===== config.mk =====
export PLATFORM = sky130hd
export DESIGN_NAME = latch_expander
export DESIGN_NICKNAME = d
export VERILOG_FILES = /design/src/rtl/lexp_pkg.sv /design/src/rtl/lexp_rst_sync.sv /design/src/rtl/lexp_tick.sv /design/src/rtl/lexp_shadow.sv /design/src/rtl/lexp_shifter.sv /design/src/rtl/latch_expander.sv
export SDC_FILE = /design/constraint.sdc
export NUM_CORES = 1
export LEC_CHECK = 0
export BUFFER_PORTS_ARGS = -buffer_cell sky130_fd_sc_hd__buf_2
export CORE_ASPECT_RATIO = 0.6
export CORE_UTILIZATION = 48
export DETAILED_ROUTE_END_ITERATION = 7
export MAX_ROUTING_LAYER = met4
export PLACE_DENSITY = 0.81
export SLEW_MARGIN = 40
export SYNTH_ARGS = -nofsm -noshare
export SYNTH_HDL_FRONTEND = slang
export SYNTH_SLANG_ARGS = --single-unit

===== constraint.sdc =====
create_clock -name clk -period 0.94 [get_ports clk]
set_input_delay 0.094 -clock clk [delete_from_list [all_inputs] [get_ports clk]]
set_output_delay 0.094 -clock clk [all_outputs]
set_load 0.01 [all_outputs]

===== src/rtl/lexp_pkg.sv =====
package lexp_pkg;
  typedef enum logic [2:0] {
    ST_IDLE   = 3'd0,
    ST_SETUP  = 3'd1,
    ST_HIGH   = 3'd2,
    ST_STROBE = 3'd3,
    ST_TAIL   = 3'd4
  } shift_state_e;

  typedef enum logic {
    REQ_BYTE = 1'b0,
    REQ_BIT  = 1'b1
  } req_kind_e;
endpackage


===== src/rtl/lexp_rst_sync.sv =====
module lexp_rst_sync (
  input  logic clk,
  input  logic rst_n,
  output logic rst_n_sync
);
  logic [1:0] sync_q;

  always_ff @(posedge clk or negedge rst_n) begin
    if (!rst_n) sync_q <= 2'b00;
    else        sync_q <= {sync_q[0], 1'b1};
  end

  assign rst_n_sync = sync_q[1];
endmodule


===== src/rtl/lexp_tick.sv =====
module lexp_tick #(
  parameter int DIV = 4
) (
  input  logic clk,
  input  logic rst_n,
  input  logic run,
  output logic phase_end
);
  localparam int CW = (DIV > 1) ? $clog2(DIV) : 1;
  localparam logic [CW-1:0] LAST = CW'(DIV - 1);

  logic [CW-1:0] cnt_q, cnt_d;

  always_comb begin
    if (!run || cnt_q == LAST) cnt_d = '0;
    else                       cnt_d = cnt_q + 1'b1;
  end

  always_ff @(posedge clk or negedge rst_n) begin
    if (!rst_n) cnt_q <= '0;
    else        cnt_q <= cnt_d;
  end

  assign phase_end = run && (cnt_q == LAST);
endmodule


===== src/rtl/lexp_shadow.sv =====
module lexp_shadow #(
  parameter int               W       = 8,
  parameter logic [W-1:0]     RST_VAL = 8'hFC,
  parameter int               IDXW    = 3
) (
  input  logic            clk,
  input  logic            rst_n,
  input  logic            accept,
  input  logic            kind,
  input  logic [W-1:0]    wr_data,
  input  logic [IDXW-1:0] bit_idx,
  input  logic            bit_val,
  output logic [W-1:0]    shadow_q,
  output logic [W-1:0]    shadow_nxt
);
  import lexp_pkg::*;

  always_comb begin
    if (kind == REQ_BYTE) begin
      shadow_nxt = wr_data;
    end else begin
      for (int i = 0; i < W; i++) begin
        shadow_nxt[i] = (bit_idx == IDXW'(i)) ? bit_val : shadow_q[i];
      end
    end
  end

  always_ff @(posedge clk or negedge rst_n) begin
    if (!rst_n)      shadow_q <= RST_VAL;
    else if (accept) shadow_q <= shadow_nxt;
  end

  AST_SHADOW_HOLD: assert property (@(posedge clk) disable iff (!rst_n)
    !$past(accept) |-> $stable(shadow_q)) else $error("shadow moved without accept");
endmodule


===== src/rtl/lexp_shifter.sv =====
module lexp_shifter #(
  parameter int W   = 8,
  parameter int DIV = 4
) (
  input  logic         clk,
  input  logic         rst_n,
  input  logic         start,
  input  logic [W-1:0] frame,
  input  logic         phase_end,
  output logic         run,
  output logic         ser_data,
  output logic         ser_clk,
  output logic         latch_en
);
  import lexp_pkg::*;

  localparam int BW = (W > 1) ? $clog2(W) : 1;
  localparam int RW = $clog2(DIV + 1) + 1;

  shift_state_e  state_q, state_d;
  logic [W-1:0]  sr_q, sr_d;
  logic [BW-1:0] bit_q, bit_d;

  always_comb begin
    state_d = state_q;
    sr_d    = sr_q;
    bit_d   = bit_q;
    case (state_q)
      ST_IDLE: begin
        if (start) begin
          state_d = ST_SETUP;
          sr_d    = frame;
          bit_d   = BW'(W - 1);
        end
      end
      ST_SETUP: begin
        if (phase_end) state_d = ST_HIGH;
      end
      ST_HIGH: begin
        if (phase_end) begin
          if (bit_q == '0) begin
            state_d = ST_STROBE;
          end else begin
            state_d = ST_SETUP;
            bit_d   = bit_q - 1'b1;
            sr_d    = {sr_q[W-2:0], 1'b0};
          end
        end
      end
      ST_STROBE: begin
        if (phase_end) state_d = ST_TAIL;
      end
      ST_TAIL: begin
        if (phase_end) state_d = ST_IDLE;
      end
      default: state_d = ST_IDLE;
    endcase
  end

  always_ff @(posedge clk or negedge rst_n) begin
    if (!rst_n) begin
      state_q <= ST_IDLE;
      sr_q    <= '0;
      bit_q   <= '0;
    end else begin
      state_q <= state_d;
      sr_q    <= sr_d;
      bit_q   <= bit_d;
    end
  end

  assign run      = (state_q != ST_IDLE);
  assign ser_clk  = (state_q == ST_HIGH);
  assign latch_en = (state_q == ST_STROBE);
  assign ser_data = sr_q[W-1];

  // Checker state: shift-clock level lengths, rising edges per frame, data stability.
  logic          sclk_prev;
  logic          sdata_prev;
  logic [RW-1:0] level_len;
  logic [BW:0]   rises;

  always_ff @(posedge clk or negedge rst_n) begin
    if (!rst_n) begin
      sclk_prev  <= 1'b0;
      sdata_prev <= 1'b0;
      level_len  <= RW'(DIV);
      rises      <= '0;
    end else begin
      sclk_prev  <= ser_clk;
      sdata_prev <= ser_data;
      if (ser_clk != sclk_prev)       level_len <= RW'(1);
      else if (level_len < RW'(DIV))  level_len <= level_len + 1'b1;
      if (!run)                       rises <= '0;
      else if (ser_clk && !sclk_prev) rises <= rises + 1'b1;
    end
  end

  AST_HALF_PERIOD: assert property (@(posedge clk) disable iff (!rst_n)
    (ser_clk != sclk_prev) |-> (level_len >= RW'(DIV))) else $error("short clock level");
  AST_EIGHT_RISES: assert property (@(posedge clk) disable iff (!rst_n)
    (latch_en && !$past(latch_en)) |-> (rises == (BW+1)'(W))) else $error("bit count");
  AST_DATA_STABLE_HIGH: assert property (@(posedge clk) disable iff (!rst_n)
    (ser_clk && sclk_prev) |-> (ser_data == sdata_prev)) else $error("data moved");
endmodule


===== src/rtl/latch_expander.sv =====
module latch_expander #(
  parameter int           W       = 8,
  parameter int           DIV     = 4,
  parameter logic [W-1:0] RST_VAL = 8'hFC,
  parameter int           IDXW    = $clog2(W)
) (
  input  logic            clk,
  input  logic            rst_n,
  input  logic            req_valid,
  output logic            req_ready,
  input  logic            req_kind,
  input  logic [W-1:0]    req_data,
  input  logic [IDXW-1:0] req_bit_idx,
  input  logic            req_bit_val,
  output logic            ser_data,
  output logic            ser_clk,
  output logic            latch_en,
  output logic            busy,
  output logic [W-1:0]    shadow_q
);
  logic rst_n_s;
  logic accept;
  logic run;
  logic phase_end;
  logic [W-1:0] shadow_nxt;

  lexp_rst_sync u_rst (
    .clk        (clk),
    .rst_n      (rst_n),
    .rst_n_sync (rst_n_s)
  );

  assign busy      = run;
  assign req_ready = !run;
  assign accept    = req_valid && req_ready;

  lexp_shadow #(.W(W), .RST_VAL(RST_VAL), .IDXW(IDXW)) u_shadow (
    .clk        (clk),
    .rst_n      (rst_n_s),
    .accept     (accept),
    .kind       (req_kind),
    .wr_data    (req_data),
    .bit_idx    (req_bit_idx),
    .bit_val    (req_bit_val),
    .shadow_q   (shadow_q),
    .shadow_nxt (shadow_nxt)
  );

  lexp_tick #(.DIV(DIV)) u_tick (
    .clk       (clk),
    .rst_n     (rst_n_s),
    .run       (run),
    .phase_end (phase_end)
  );

  lexp_shifter #(.W(W), .DIV(DIV)) u_shift (
    .clk       (clk),
    .rst_n     (rst_n_s),
    .start     (accept),
    .frame     (shadow_nxt),
    .phase_end (phase_end),
    .run       (run),
    .ser_data  (ser_data),
    .ser_clk   (ser_clk),
    .latch_en  (latch_en)
  );

  AST_IDLE_QUIET: assert property (@(posedge clk) disable iff (!rst_n_s)
    !busy |-> (!ser_clk && !latch_en)) else $error("lines active while idle");
  AST_LATCH_NOT_WITH_CLK: assert property (@(posedge clk) disable iff (!rst_n_s)
    !(ser_clk && latch_en)) else $error("latch during shift clock high");
  AST_BUSY_FROM_REQ: assert property (@(posedge clk) disable iff (!rst_n_s)
    $rose(busy) |-> $past(req_valid)) else $error("busy without request");
  AST_BUSY_SHADOW_STABLE: assert property (@(posedge clk) disable iff (!rst_n_s)
    (busy && $past(busy)) |-> $stable(shadow_q)) else $error("shadow changed while busy");
  AST_LATCH_ENDS_BUSY: assert property (@(posedge clk) disable iff (!rst_n_s)
    $fell(busy) |-> !latch_en) else $error("busy fell with latch high");
endmodule


==> results of run 1 <==
[what timing repair did]
item | 4_1_cts
hold buffers | 1
endpoints found under the setup margin | 37
pin swaps | 15
hold endpoints to repair | 2
resized for setup | 54
buffers inserted | 21
[synth_stat cells, types with 2 or more instances]
master | instances | area share
mux2_2 | 2 | 0.016
a2111oi_1 | 3 | 0.021
a211oi_1 | 4 | 0.021
a21o_1 | 9 | 0.048
dfrtp_1 | 20 | 0.35
nor3_1 | 5 | 0.018
buf_2 | 2 | 0.0071
a21oi_1 | 2 | 0.0071
ha_1 | 3 | 0.026
nor4_1 | 7 | 0.031
nand2_1 | 2 | 0.0053
nand2_2 | 2 | 0.0088
a22oi_1 | 2 | 0.011
a221o_1 | 7 | 0.049
nand2b_1 | 2 | 0.0088
dfstp_2 | 6 | 0.11
clkbuf_1 | 6 | 0.016
nor2b_1 | 2 | 0.0088
nor3b_1 | 3 | 0.016
nor2_1 | 10 | 0.026
a22o_1 | 8 | 0.049
inv_1 | 7 | 0.019
a311oi_1 | 6 | 0.037
[logic make-up after synthesis]
kind of cell    after synthesis  synth area share
mux                           3           0.02295
simple gates                 38            0.1589
flops                        26            0.4643
buf+inv                      18           0.05737
compound gates               46            0.2674
other cells                   1          0.002645
fa+ha+maj                     3           0.02648
[metrics by stage]
stage	hold slack, ns	setup WS, ns	area [µm²]	std cells	utilization
CTS	0.08680	-0.7138	2584	265	0.9768
detailed placement	-0.1177	-0.8515	2106	242	0.7961
global placement	-0.1221	-0.7544	2106	242	0.7961
floorplan	-0.2016	-0.6855	1598	135	-
==> qor.yml, run 1 <==
floorplanning:
  dieWidth_um: 72.16
  start_util: 0.5360
  ioPinCount: 29
  chipHeight_um: 44.10
  placementRows: 14
timing:
  grt_repair_worst_endpoint: "u_shift.sr_q[6]$_DFFE_PN0P_/D"
  worst_endpoint_kind: "register data pin"
clock_tree:
  htreeDepth: 1
  cts_sinks: 26
  clk_path_buf_depth: 2
  root_buffer: "clkbuf_8"
  cts_buffers: 3
place:
  gp_congestion: 0.8957
  dp_hpwl_mm: 3.218
  portBuffers: 28
global_routing:
  grt_max_degree: 22
synth:
  seq_area_frac_synth: 0.4643
  ys.flop_type: "dfrtp_1"
  synth-edff-count: 0
  ys_ff_latch: 26
  yosysUniqueCellTypes: 38
  avgSynthCellArea_um2: 10.50
  synth-warning-count: 0
  syn_nets: 154
  synthCells: 135
  syn_area_um2: 1418
  async_reset_ff_frac: 1.000
outcome:
  haltStage: "global routing (5_1_grt)"
  status: "aborted with a tool error"
  error: "[ERROR DPL-0038] Utilization greater than 100%, impossible to legalize"
==> run 2, diff against run 1 <==
CORE_ASPECT_RATIO = not set   (was 0.6)
CORE_UTILIZATION = 35   (was 48)
MAX_ROUTING_LAYER = not set   (was met4)
PLACE_DENSITY = not set   (was 0.81)
PLACE_DENSITY_LB_ADDON = 0.15   (was not set)
clock period = 1.2 ns   (was 0.94 ns; I/O delays follow)
==> run 2 against run 1 <==
The flow now finishes, with violations (negative setup slack). Synthesized cell count did not move. Area after synthesis did not move.
==> qor.yml, run 2 <==
timing:
  fmax_ghz: 0.6132
  setup_slack_ns: -0.4307
  finalCriticalPeriod_ns: 1.631
  slew_headroom: 0.6642
  maxSlewViolCount: 0
  tightest_slew_ns: 0.4999
  fin_setup_tns_ns: -6.912
  hold_viol_final: 0
  post-route-period-util: 1.359
  setup_viol: 26
  fin_skew_ns: 0.01237
  rsz0062_at_grt: "true"
worst_setup_path:
  critPathArrivalTime_ns: 1.80
  cp_max_fo: 9
  crit_required_ns: 1.37
  start_kind: "flop"
  critPathKind: "reg2reg"
  critPathCaptureType: "flop"
power:
  pwr_density_cell_nw_per_um2: 2231
  ir_drop_mv: 1.367
  leakagePower_uw: 0.001095
floorplanning:
  placementRows: 22
  die_area_um2: 4309
  dieWidth_um: 65.64
  ioPinCount: 29
  start_util: 0.3759
  chipHeight_um: 65.64
  core-area_um2: 3771
synth:
  yosys-top-cells-area: "dfrtp_1 35%, dfstp_2 11%, a221o_1 4.9%, a22o_1 4.9%, a21o_1 4.8%"
  ys_ff_latch: 26
  seq_area_frac_synth: 0.4643
  syn_nets: 154
  yosysTopAreaCell: "dfrtp_1"
  synthCells: 135
  synth-edff-count: 0
  async_reset_ff_frac: 1.000
  synth-warning-count: 0
  synth_top_area_frac: 0.3530
  yosys-top-cells-count: "20 x dfrtp_1, 10 x nor2_1, 9 x a21o_1"
  avgSynthCellArea_um2: 10.50
  syn_area_um2: 1418
  ys.flop_type: "dfrtp_1"
  yosysUniqueCellTypes: 38
  yosysMostFrequentCell: "dfrtp_1"
global_routing:
  antenna_found_initial: 0
  grt_overflow: 0
  grt_pass1_vias: 1453
  grt_usage: 0.2054
  grt_pass1_wl_mm: 6.858
  grt_max_degree: 21
finish:
  nFillCells: 284
  drive_gt1_frac: 0.6083
  n_antenna_cell: 0
  layoutNonFillerInstCount: 265
  final_common_cell: "buf_4"
  mostFrequentLayoutCells: "40 x buf_4, 24 x buf_2, 20 x buf_6"
  postLayoutCellArea_um2: 2445
  area_delta_synth_final_pct: 72.46
  reg.largest.list: "u_shadow.shadow_q (8), u_shift.sr_q (8)"
  nets: 237
clock_tree:
  cts_sinks: 26
  clk_path_buf_depth: 2
  root_buffer: "clkbuf_8"
  htreeDepth: 1
  clk_pin_slew_worst_paths_ns: 0.10
  insertion_delay_ns: 0.28
  cts_buffers: 3
  tritoncts: "built"
place:
  gp_congestion: 0.8050
  post_dp_cell_area_um2: 2074
  portBuffers: 28
  dp.cells: 248
  dp_worst_setup_slack_ns: -0.5493
  dp_hpwl_mm: 2.894
drt:
  first_iter_violations: 35
  wl_per_cell_um: 14.90
  vias_per_cell: 5.302
  dr.pass1.iters: 3
  ant_nets: 0
  num_vias: 1405
  remaining_drc_errors: 0
  wl_mm: 3.949
min_path:
  min_path_type: "reg2async"
outcome:
  violations: "negative setup slack"
  status: "finished, violations left"
job:
  cap_violations: 0
-- run 2: final cells by class --
type                            instances  area [µm²]  area share
Inverter                                8       30.03     0.01228
Clock inverter                          1       30.03     0.01228
Multi-Input combinational cell         91       912.1      0.3731
Tap cell                               48       60.06     0.02457
Timing Repair Buffer                   88       710.7      0.2907
Sequential cell                        26       660.6      0.2702
Clock buffer                            3       41.29     0.01689
-- run 2: where the power goes --
part / switching [µW] / internal (µW) / leakage (µW)
clock network: 282 / 447 / 0.0000357
registers: 314 / 1310 / 0.000290
logic: 1300 / 1800 / 0.000769
-- run 2: stage by stage --
stage	hold WS [ns]	utilization	power, µW
floorplan	-0.1756	-	2974
global placement	-0.09639	0.5501	3882
detailed placement	-0.09391	0.5501	3998
CTS	0.1090	0.6277	5286
global route	0.1387	0.6483	5808
finish	0.09942	0.6483	5455
-- run 2: worst max-delay path: stages (launching register included) --
cell and delay, ns:
dfrtp_1 0.38, inv_2 0.06, ha_4 0.15, nor2b_4 0.13, or2_4 0.27, a22o_1 0.22
a221o_1 0.32
-- run 2: path summary, 6_finish.rpt --
check | cells after the start | slack, ns | end | start
max | 6 | -0.43 | u_shift.sr_q[1]$_DFFE_PN0P_ | u_shift.bit_q[0]$_DFFE_PN0P_
min | 0 | 0.1 | u_shadow.shadow_q[0]$_DFFE_PN0P_ | u_rst.sync_q[1]$_DFF_PN0_
max reg2reg | 6 | -0.43 | u_shift.sr_q[1]$_DFFE_PN0P_ | u_shift.bit_q[0]$_DFFE_PN0P_
min reg2reg | 0 | 0.1 | u_shadow.shadow_q[0]$_DFFE_PN0P_ | u_rst.sync_q[1]$_DFF_PN0_
max in group asynchronous | 1 | 0.66 | u_shadow.shadow_q[7]$_DFFE_PN1P_ | u_rst.sync_q[1]$_DFF_PN0_
min in group clk | 4 | 0.32 | u_shadow.shadow_q[6]$_DFFE_PN1P_ | req_data[6]
-- run 2: routing by layer --
metal / vias to the layer above / routed length (µm) / GRT usage
li1: 683 / - / -
met5: - / 0 / 0
met4: 0 / 24 / 0.03261
met1: 705 / 1838 / 0.2675
met2: 12 / 2014 / 0.3571
met3: 5 / 72 / 0.03646
-- run 2: repair_timing --
item                                   in CTS  in global routing
pin swaps                                  13                 15
setup endpoints to repair                  26                 28
hold buffers                                1                  0
gates resized for setup                    37                 12
endpoints found under the hold margin       2                  0
buffers inserted                           11                  9
-- run 2: logic make-up after synthesis --
| family | after synthesis | synth area share |
|---|---|---|
| DFF | 26 | 0.4643 |
| and+or+nand+nor | 38 | 0.1589 |
| other | 1 | 0.002645 |
| AOI/OAI and AO/OA | 46 | 0.2674 |
| muxes | 3 | 0.02295 |
| adders and majority gates | 3 | 0.02648 |
| buffers and inverters | 18 | 0.05737 |
Note: power is estimated with default switching activity, not from simulation.
